`src/rtl/pcpwm_pkg.sv`:
```
package pcpwm_pkg;

    typedef enum logic {
        PH_RISE = 1'b0,
        PH_FALL = 1'b1
    } phase_e;

    typedef enum logic [1:0] {
        WA_CMP  = 2'd0,
        WA_CNT  = 2'd1,
        WA_FLAG = 2'd2,
        WA_NONE = 2'd3
    } waddr_e;

    typedef enum logic [2:0] {
        PS_OFF     = 3'd0,
        PS_DIV1    = 3'd1,
        PS_DIV8    = 3'd2,
        PS_DIV64   = 3'd3,
        PS_DIV256  = 3'd4,
        PS_DIV1024 = 3'd5,
        PS_RSV6    = 3'd6,
        PS_RSV7    = 3'd7
    } psel_e;

endpackage

```
`src/rtl/pcpwm_prescaler.sv`:
```
module pcpwm_prescaler
    import pcpwm_pkg::*;
#(
    parameter int DIV_W = 10
) (
    input  logic       clk,
    input  logic       rst,
    input  logic [2:0] sel,
    output logic       tick
);
    localparam logic [DIV_W-1:0] MSK8    = DIV_W'(7);
    localparam logic [DIV_W-1:0] MSK64   = DIV_W'(63);
    localparam logic [DIV_W-1:0] MSK256  = DIV_W'(255);
    localparam logic [DIV_W-1:0] MSK1024 = DIV_W'(1023);

    logic [DIV_W-1:0] div_q;

    // Free-running divider shared by every ratio
    always_ff @(posedge clk) begin
        if (rst) div_q <= '0;
        else     div_q <= div_q + DIV_W'(1);
    end

    always_comb begin
        unique case (psel_e'(sel))
            PS_DIV1:    tick = 1'b1;
            PS_DIV8:    tick = ((div_q & MSK8)    == MSK8);
            PS_DIV64:   tick = ((div_q & MSK64)   == MSK64);
            PS_DIV256:  tick = ((div_q & MSK256)  == MSK256);
            PS_DIV1024: tick = ((div_q & MSK1024) == MSK1024);
            PS_OFF, PS_RSV6, PS_RSV7: tick = 1'b0;
        endcase
    end
endmodule

```
`src/rtl/pcpwm_updown.sv`:
```
module pcpwm_updown
    import pcpwm_pkg::*;
#(
    parameter int CNT_W = 8
) (
    input  logic             clk,
    input  logic             rst,
    input  logic             tick,
    input  logic             load_en,
    input  logic [CNT_W-1:0] load_val,
    output logic [CNT_W-1:0] cnt,
    output logic             rising
);
    localparam logic [CNT_W-1:0] TOP = {CNT_W{1'b1}};
    localparam logic [CNT_W-1:0] BOT = '0;
    localparam logic [CNT_W-1:0] ONE = CNT_W'(1);

    phase_e           st_q, st_d;
    logic [CNT_W-1:0] cnt_q, cnt_d;

    // State register
    always_ff @(posedge clk) begin
        if (rst) begin
            st_q  <= PH_RISE;
            cnt_q <= BOT;
        end else begin
            st_q  <= st_d;
            cnt_q <= cnt_d;
        end
    end

    // Next state: a load keeps the phase, a tick steps or turns
    always_comb begin
        st_d  = st_q;
        cnt_d = cnt_q;
        if (load_en) begin
            cnt_d = load_val;
        end else if (tick) begin
            unique case (st_q)
                PH_RISE: begin
                    if (cnt_q == TOP) begin
                        st_d  = PH_FALL;
                        cnt_d = TOP - ONE;
                    end else begin
                        cnt_d = cnt_q + ONE;
                    end
                end
                PH_FALL: begin
                    if (cnt_q == BOT) begin
                        st_d  = PH_RISE;
                        cnt_d = ONE;
                    end else begin
                        cnt_d = cnt_q - ONE;
                    end
                end
            endcase
        end
    end

    // Outputs
    always_comb begin
        cnt    = cnt_q;
        rising = (st_q == PH_RISE);
    end
endmodule

```
`src/rtl/pcpwm_wavegen.sv`:
```
module pcpwm_wavegen #(
    parameter int CNT_W = 8
) (
    input  logic             clk,
    input  logic             rst,
    input  logic             step,
    input  logic             rising,
    input  logic [CNT_W-1:0] cnt,
    input  logic             buf_we,
    input  logic [CNT_W-1:0] buf_din,
    output logic [CNT_W-1:0] buf_val,
    output logic             match,
    output logic             wave
);
    localparam logic [CNT_W-1:0] TOP = {CNT_W{1'b1}};
    localparam logic [CNT_W-1:0] BOT = '0;

    logic [CNT_W-1:0] buf_q, buf_d;
    logic [CNT_W-1:0] ocr_q, ocr_d;
    logic             wave_q, wave_d;

    always_ff @(posedge clk) begin
        if (rst) begin
            buf_q  <= BOT;
            ocr_q  <= BOT;
            wave_q <= 1'b0;
        end else begin
            buf_q  <= buf_d;
            ocr_q  <= ocr_d;
            wave_q <= wave_d;
        end
    end

    always_comb begin
        buf_d  = buf_we ? buf_din : buf_q;
        ocr_d  = ocr_q;
        wave_d = wave_q;
        if (step) begin
            if (cnt == TOP) begin
                // Turn point: reload and force the up-match level
                ocr_d  = buf_q;
                wave_d = (buf_q == TOP);
            end else if (cnt == BOT) begin
                if (ocr_q == BOT) wave_d = 1'b0;
            end else if (cnt == ocr_q) begin
                wave_d = !rising;
            end
        end
    end

    always_comb begin
        buf_val = buf_q;
        match   = (cnt == ocr_q);
        wave    = wave_q;
    end
endmodule

```
`src/rtl/pcpwm_timer.sv`:
```
module pcpwm_timer
    import pcpwm_pkg::*;
#(
    parameter int CNT_W = 8,
    parameter int DIV_W = 10
) (
    input  logic             clk,
    input  logic             rst,
    input  logic [2:0]       presc_sel,
    input  logic             wr_en,
    input  logic [1:0]       wr_addr,
    input  logic [CNT_W-1:0] wr_data,
    input  logic             invert,
    input  logic             dir_out,
    output logic             pin_out,
    output logic             pin_oe,
    output logic [CNT_W-1:0] count,
    output logic             ovf_flag,
    output logic             cmp_flag
);
    localparam logic [CNT_W-1:0] BOT = '0;

    logic             tick;
    logic             cnt_load;
    logic             buf_we;
    logic             flag_wr;
    logic             step;
    logic             rising;
    logic             match;
    logic             wave_lvl;
    logic [CNT_W-1:0] cmp_pend;
    logic             ovf_q, cmp_q;

    always_comb begin
        cnt_load = wr_en && (waddr_e'(wr_addr) == WA_CNT);
        buf_we   = wr_en && (waddr_e'(wr_addr) == WA_CMP);
        flag_wr  = wr_en && (waddr_e'(wr_addr) == WA_FLAG);
        step     = tick && !cnt_load;
    end

    pcpwm_prescaler #(.DIV_W(DIV_W)) u_presc (
        .clk  (clk),
        .rst  (rst),
        .sel  (presc_sel),
        .tick (tick)
    );

    pcpwm_updown #(.CNT_W(CNT_W)) u_cnt (
        .clk      (clk),
        .rst      (rst),
        .tick     (tick),
        .load_en  (cnt_load),
        .load_val (wr_data),
        .cnt      (count),
        .rising   (rising)
    );

    pcpwm_wavegen #(.CNT_W(CNT_W)) u_wave (
        .clk     (clk),
        .rst     (rst),
        .step    (step),
        .rising  (rising),
        .cnt     (count),
        .buf_we  (buf_we),
        .buf_din (wr_data),
        .buf_val (cmp_pend),
        .match   (match),
        .wave    (wave_lvl)
    );

    // Flags: hardware set wins over a write-one clear
    always_ff @(posedge clk) begin
        if (rst) begin
            ovf_q <= 1'b0;
            cmp_q <= 1'b0;
        end else begin
            if (step && count == BOT)         ovf_q <= 1'b1;
            else if (flag_wr && wr_data[0])   ovf_q <= 1'b0;
            if (step && match)                cmp_q <= 1'b1;
            else if (flag_wr && wr_data[1])   cmp_q <= 1'b0;
        end
    end

    always_comb begin
        ovf_flag = ovf_q;
        cmp_flag = cmp_q;
        pin_oe   = dir_out;
        pin_out  = dir_out & (wave_lvl ^ invert);
    end
endmodule

```
`config.mk`:
```
export PLATFORM = sky130hd
export DESIGN_NAME = pcpwm_timer
export DESIGN_NICKNAME = d
export VERILOG_FILES = /design/src/rtl/pcpwm_pkg.sv /design/src/rtl/pcpwm_prescaler.sv /design/src/rtl/pcpwm_updown.sv /design/src/rtl/pcpwm_wavegen.sv /design/src/rtl/pcpwm_timer.sv
export SDC_FILE = /design/constraint.sdc
export NUM_CORES = 1
export LEC_CHECK = 0
export ABC_AREA = 1
export ABC_CLOCK_PERIOD_IN_PS = 4200
export BUFFER_PORTS_ARGS = -buffer_cell sky130_fd_sc_hd__buf_2
export CORE_UTILIZATION = 60
export CTS_CLUSTER_SIZE = 10
export DETAILED_ROUTE_END_ITERATION = 8
export GPL_TIMING_DRIVEN = 0
export MAX_ROUTING_LAYER = met4
export PLACE_DENSITY = 0.94
export SYNTH_ARGS = -nofsm -noshare
export SYNTH_HDL_FRONTEND = slang
export SYNTH_HIERARCHICAL = 1
export SYNTH_SLANG_ARGS = --single-unit
```
`constraint.sdc`:
```
create_clock -name clk -period 4.2 [get_ports clk]
set_input_delay 0.63 -clock clk [delete_from_list [all_inputs] [get_ports clk]]
set_output_delay 0.63 -clock clk [all_outputs]
set_load 0.01 [all_outputs]
```
==> metrics, run 1 <==
CP top delay family simple AND/OR/NAND/NOR gates; DRC 0; vias per inst 5.637; clk slew on worst S/H paths about 70 ps; R2R depth 12; startpoint types flop; Final Util 71.46%; synth unique cells 36; DR vias about 2500; CTS Buf Count 5; Final period util ~51%; post-CTS setup buffer count 0; gate count of the mapped netlist approximately 360; Max transition margin 57.39%; Static Leakage between 1 and 1.5 nW; vias in the first global route around 2300; Die Y around 65 microns; CP bufs+invs 1; post-detail-place hpwl 4472 microns; core area ~0.0037 sq mm; PD cells 293.9 mW/mm^2; Detail Route Antenna Nets 0; CP Launch Point u_presc/div_q[0]$_SDFF_PP0_; # resized after CTS 0; Port Buffer Count 29; TritonCTS Sinks 38; Iter 0 DRT Violations 246; IO Count 30; GRT Total Usage between 30% and 40%; RSZ-0062 raised after global routing false; Worst EP required 4360 ps; Post-Route WL between 6000 and 7000 microns; VDD IR max 0.0002865 V; Syn Nets a little under 400; Final nets 421; most frequent cells in the layout nand2_1 (86), nor2_1 (55), dfxtp_1 (38); crit path capture type flop; GPL Wtd Cong roughly 0.92; final count of hold timing violations 0; Max Slew Vio Count 0; Seq/Total Area, Yosys between 30% and 40%; CP max stage cell nor2_1; worst hold margin 457.9 ps; antenna cells 0; Max Freq 469.2 MHz; flop2flop setup slack ~2100 ps; die area 0.004241 sq mm; CP Data Arrival Time 2290 ps; largest net degree at the start of global routing 13; register bit count reported by yosys 38; count of maximum capacitance violations 0; hold_buf cts 0; Finish-stage setup viols 0; CTS tree done; Worst Hold Class reg -> reg; DRT Pass-1 Iters 5; reg2reg end u_cnt/cnt[1]$_SDFFE_PP0P_; row cnt 22; cell breakdown of the critical path ha_1, ha_1, nand2_1, nand2_1, nand2_1, o21ai_1, nand2_1, inv_1, nor2_1, nand2_1, o211ai_1, a31oi_1; setup TNS 0 ps; wire length per cell between 10 and 15 microns; Die W roughly 65 microns; Syn. warnings 6; crit path time final around 2100 ps; Slew @ Worst Pin approximately 640 ps; CP Capture Point u_cnt/cnt[1]$_SDFFE_PP0P_; Initial Util between 60% and 70%; Critical Path Fanout Max 10; most frequent CP cell nand2_1; P&R area growth vs syn 11.88%; Longest Clk Path Bufs 2; initial antenna violation count 0; clk_lat worst skew between 200 and 300 ps; first-pass GRT wire length roughly 10000 microns; WS Path Type reg -> reg; H-tree depth 2; status finished clean; worst r2r src u_presc/div_q[0]$_SDFF_PP0_; Crit path depth 12; layout cells sized above 1 between 10% and 20%; commonest non-fill, non-tap cell in the layout nand2_1; clock skew around 4.6 ps; root buffer cell clkbuf_8; syn avg cell area ~6.6 sq um; total grt overflow 0; crit-path max cell delay roughly 500 ps; synthesized area between 0.002 and 0.0025 sq mm
[logic make-up (layout without fill, tap and decap cells)]
group	count (synthesis)	after routing	share of synthesized area, %
simple gates	199	199	38.51
compound gates	62	62	15.18
buf+inv	49	85	8.582
flops	38	38	31.82
xor+xnor	9	9	3.297
fa+ha+maj	5	5	2.616
[power by group]
group | internal, W | total [W] | leakage (nW) | switching (W)
clock | 0.000111 | 0.000234 | 0.0438 | 0.000122
combinational | 0.0000590 | 0.000159 | 0.895 | 0.000100
sequential | 0.000373 | 0.000393 | 0.309 | 0.0000201
total | 0.000544 | 0.000786 | 1.25 | 0.000242
[state kept, by name, indices dropped and copies added (netlist names)]
register,cells
u_presc/div_q,10
u_wave/buf_val,8
cmp_flag,1
u_cnt/st_q,1
u_wave/ocr_q,8
ovf_flag,1
u_cnt/cnt,8
u_wave/wave,1
[metrics by stage]
step / power, W / std cells / setup WS (ps) / cell area (sq um)
4_1_cts: 0.0007827 / 446 / 2127 / 2675
2_1_floorplan: 0.0005078 / 362 / 2478 / 2391
6_report: 0.0007861 / 446 / 2069 / 2675
3_5_place_dp: 0.0005556 / 439 / 2124 / 2596
3_3_place_gp: 0.0005493 / 439 / 2211 / 2596
5_1_grt: 0.0008237 / 446 / 1885 / 2675
[cell type report]
class,count,area (sq um)
inverter,40,150.1
fill,316,1069
tap,48,60.06
buffer,9,55.05
clock buffer,5,68.82
clock inverter,2,10.01
multi-input combinational,275,1425
sequential,38,760.7
timing repair buffer,29,145.1
[how the worst min path moves through the flow]
stage                                start                     endpoint  slack (ps)  depth (start not counted)
5_1_grt        u_presc/div_q[0]$_SDFF_PP0_  u_presc/div_q[0]$_SDFF_PP0_         480                          1
2_1_floorplan  u_presc/div_q[0]$_SDFF_PP0_  u_presc/div_q[0]$_SDFF_PP0_         420                          1
6_report       u_presc/div_q[0]$_SDFF_PP0_  u_presc/div_q[0]$_SDFF_PP0_         460                          1
4_1_cts        u_presc/div_q[0]$_SDFF_PP0_  u_presc/div_q[0]$_SDFF_PP0_         460                          1
3_3_place_gp   u_presc/div_q[0]$_SDFF_PP0_  u_presc/div_q[0]$_SDFF_PP0_         430                          1
3_5_place_dp   u_presc/div_q[0]$_SDFF_PP0_  u_presc/div_q[0]$_SDFF_PP0_         450                          1
[worst register-to-register path, stage by stage (launching register included)]
cell and delay (ps):
dfxtp_1 330, ha_1 230, ha_1 190, nand2_1 70
nand2_1 60, nand2_1 60, o21ai_1 60, nand2_1 80
inv_1 80, nor2_1 500, nand2_1 150, o211ai_1 130
a31oi_1 60
[cells in the mapped netlist, drive strengths merged]
library cell,n,area share (%)
dfxtp,38,32
a21oi,26,6.2
inv,40,6.3
nand3b,1,0.31
nor3,2,0.63
o21bai,2,0.63
a31oi,1,0.26
nand2,92,15
clkbuf,3,0.47
nor4,1,0.26
xnor2,6,2.2
buf,6,1.8
nand4,9,2.9
o21ai,25,5.5
o211ai,1,0.31
nand3,29,6.3
a22oi,6,1.9
nor2,65,13
o21a,1,0.31
ha,5,2.6
xor2,3,1.1
[layer usage]
metal  up-vias  global-route usage [%]  routed length [microns]
li1       1248                       -                        -
met5         -                       -                        0
met4         0                   10.33                       59
met3        10                   5.208                      411
met1      1150                   38.14                     2713
met2       106                   53.91                     2840
No activity file was read; power rests on OpenSTA's default activity.
==> run 2, diff against run 1 <==
--- a/config.mk
+++ b/config.mk
@@ -5,15 +5,15 @@
 export SDC_FILE = /design/constraint.sdc
 export NUM_CORES = 1
 export LEC_CHECK = 0
-export ABC_AREA = 1
-export ABC_CLOCK_PERIOD_IN_PS = 4200
+export ABC_AREA = 0
+export ABC_CLOCK_PERIOD_IN_PS = 1800
 export BUFFER_PORTS_ARGS = -buffer_cell sky130_fd_sc_hd__buf_2
-export CORE_UTILIZATION = 60
+export CORE_UTILIZATION = 52
 export CTS_CLUSTER_SIZE = 10
 export DETAILED_ROUTE_END_ITERATION = 8
 export GPL_TIMING_DRIVEN = 0
 export MAX_ROUTING_LAYER = met4
-export PLACE_DENSITY = 0.94
+export PLACE_DENSITY = 0.88
 export SYNTH_ARGS = -nofsm -noshare
 export SYNTH_HDL_FRONTEND = slang
 export SYNTH_HIERARCHICAL = 1
==> constraint.sdc (replaced) <==
create_clock -name clk -period 1.8 [get_ports clk]
set_input_delay 0.27 -clock clk [delete_from_list [all_inputs] [get_ports clk]]
set_output_delay 0.27 -clock clk [all_outputs]
set_load 0.01 [all_outputs]
==> run 2 against run 1 <==
The run now ends with negative setup slack left. Design area is 2.0% higher. Combinational power is 120% higher. Global-route usage is 3.2 points lower. Sequential power is 130% higher. Clock skew is 5.6 ps higher. Synthesized cell count is 29% lower. Wire length is 3.3% lower. Hold slack worse by 220 ps. Critical endpoint is now u_cnt/st_q$_SDFFE_PP0P_.
==> metrics, run 2 <==
CP Data Arrival Time ~2400 ps; sequential share of power approximately 50%; hold path start rst; DR vias around 2200; cell with the most instances after synthesis dfxtp_1; setup TNS -5259 ps; DRC 0; Detail Route Antenna Nets 0; total grt overflow 0; Comb pwr share a little under a fifth; wire length per cell approximately 16 microns; Longest Clk Path Bufs 2; clock skew 10.22 ps; global routing usage on met3 6.588%; Syn Nets between 200 and 300; initial antenna violation count 0; PD cells 672.4 mW/mm^2; final count of hold timing violations 0; Most used DFF post-synth dfxtp_1; vias per inst ~6.2; setup slack after layout -400.0 ps; hold path cells 2; Largest register FFs 10; top cells by area, synth dfxtp_1 (34%), mux2i_1 (7.6%), nor2_1 (4.7%); die area 0.004564 sq mm; Iter 0 DRT Violations between 200 and 250; gate count of the mapped netlist about 260; Slew @ Worst Pin 613.4 ps; TritonCTS Sinks 38; top post-synthesis cells by count dfxtp_1 (38), nor2_1 (28), a21oi_1 (19); gr busiest metal met2; synth unique cells 55; Static Leakage about 1.0 nW; Max Freq roughly 450 MHz; register bit count reported by yosys 38; Fillers 309; CP Launch Point u_presc/div_q[0]$_SDFF_PP0_; post-detail-place hpwl just under 4000 microns; hold_buf cts 0; RSZ-0062 raised after global routing true; GRT Total Usage between 20% and 30%; DRT Pass-1 Iters 5; status finished, violations left; worst r2r src u_presc/div_q[0]$_SDFF_PP0_; Worst Hold Class in -> reg; leading area contributor after synthesis dfxtp_1; clk slew on worst S/H paths approximately 80 ps; post-synth top area share 34.04%; Die Y 67.56 microns; Max transition margin 59.11%; power share of the clock group 31.3%; Critical Path Fanout Max 5; multi-input logic area between 0.001 and 0.0015 sq mm; Final Util between 60% and 70%; clk_lat worst skew just under 300 ps; fin cells ~360; R2R depth 9; H-tree depth 2; startpoint types flop; Final nets between 300 and 400; commonest non-fill, non-tap cell in the layout dfxtp_1; Final period util 122.2%; met2 usage about 47%; Syn. warnings 6; CTS Buf Count 5; antenna cells 0; row cnt 23; Finish-stage setup viols 18; most frequent cells in the layout dfxtp_1 (33), buf_2 (30), nor2_1 (28); GR Util met1 between 30% and 40%; failing checks negative setup slack; Net Sw Frac between 20 and 30%; Seq/Total Area, Yosys approximately 34%; vias in the first global route approximately 2100; fraction of registers with async set/reset 0%; GPL Wtd Cong 0.9318; P&R area growth vs syn 22.06%; IO Count 30; Switching Power 0.0005139 W; Reg with most FFs u_presc/div_q; largest net degree at the start of global routing 14; Max Slew Vio Count 0; Initial Util a little under three fifths; CTS tree done; # placed instances 336; Worst EP required between 1500 and 2000 ps; crit path time final 2200 ps; VDD IR max 0.0005339 V; total internal power between 0.001 and 0.0015 W; syn avg cell area about 8.7 sq um; synthesized area approximately 0.0022 sq mm; pre-CTS WS -402.8 ps; root buffer cell clkbuf_8; Post-synth EDFFs 0; Post-Route WL ~5800 microns; crit path capture type flop; Port Buffer Count 29; first-pass GRT wire length approximately 9400 microns; WS Path Type reg -> reg; Die W between 60 and 70 microns; count of maximum capacitance violations 0; register area about 770 sq um; layout cells sized above 1 27.87%; core area between 0.004 and 0.005 sq mm
## run 2: cell types whose count changed after synthesis, moves of 6 or more
cell / previous run / this run
nand3_1: 28 / 6
nand4_1: 7 / 13
nor2b_1: 0 / 7
nand2_1: 86 / 9
inv_1: 36 / 9
nor2_1: 55 / 28
o21ai_0: 18 / 9
mux2i_1: 0 / 17
## run 2: layout make-up
class,count,share of cell area [%]
tap,50,2.294
sequential,38,28.12
timing repair buffer,42,8.899
buffer,15,3.945
clock buffer,6,3.028
multi-input combinational,195,52.48
inverter,9,1.239
## run 2: worst paths after layout
check,endpoint,slack [ps]
hold / removal,ovf_flag$_SDFFE_PP0P_,230
hold reg to reg,u_wave/wave$_SDFFE_PP0P_,480
setup reg to reg,u_cnt/st_q$_SDFFE_PP0P_,-400
setup / recovery,u_cnt/st_q$_SDFFE_PP0P_,-400
## run 2: per-layer routing
layer,part of all wire [%],routed length [microns]
met2,50,2902
met5,0,0
met1,41,2381
met4,2.6,152
met3,6.6,387
## run 2: power by group through the flow
stage	clock [W]	sequential, W	combinational [W]
final	0.000575	0.000917	0.000342
after global routing	0.000624	0.000921	0.000374
after detailed placement	0	0.000936	0.000293
after floorplan	0	0.000929	0.000206
after CTS	0.000588	0.000916	0.000317
after global placement	0	0.000934	0.000287
## run 2: stage by stage
| step | hold WS, ps | total power [W] | cell area, sq um |
|---|---|---|---|
| detailed placement | 451.3 | 0.001230 | 2496 |
| floorplan | 339.1 | 0.001136 | 2288 |
| finish | 234.5 | 0.001834 | 2728 |
| global placement | 445.3 | 0.001221 | 2496 |
| global route | 229.2 | 0.001920 | 2728 |
| CTS | 217.1 | 0.001821 | 2680 |
## run 2: worst max-delay path, cell delays in order (launching register included)
cell and delay (ps):
dfxtp_2 350, ha_4 160, nand4_1 180, nor4b_2 320, a211o_1 180, clkbuf_8 150, nor2b_4 130, o41a_1 270
a311o_1 240, o31ai_1 80
## run 2: repair_timing
| action | 4_1_cts | 5_1_grt |
|---|---|---|
| pin swaps | 5 | 6 |
| buffers inserted | 10 | 3 |
| endpoints found under the setup margin | 17 | 18 |
| gates resized for setup | 7 | 5 |
## run 2: cell families after synthesis
kind of cell | share of synthesized area, %
simple gates | 26.04
compound gates | 16.85
flops | 34.04
buf+inv | 5.878
mux | 8.119
xor+xnor | 6.271
fa+ha+maj | 2.800
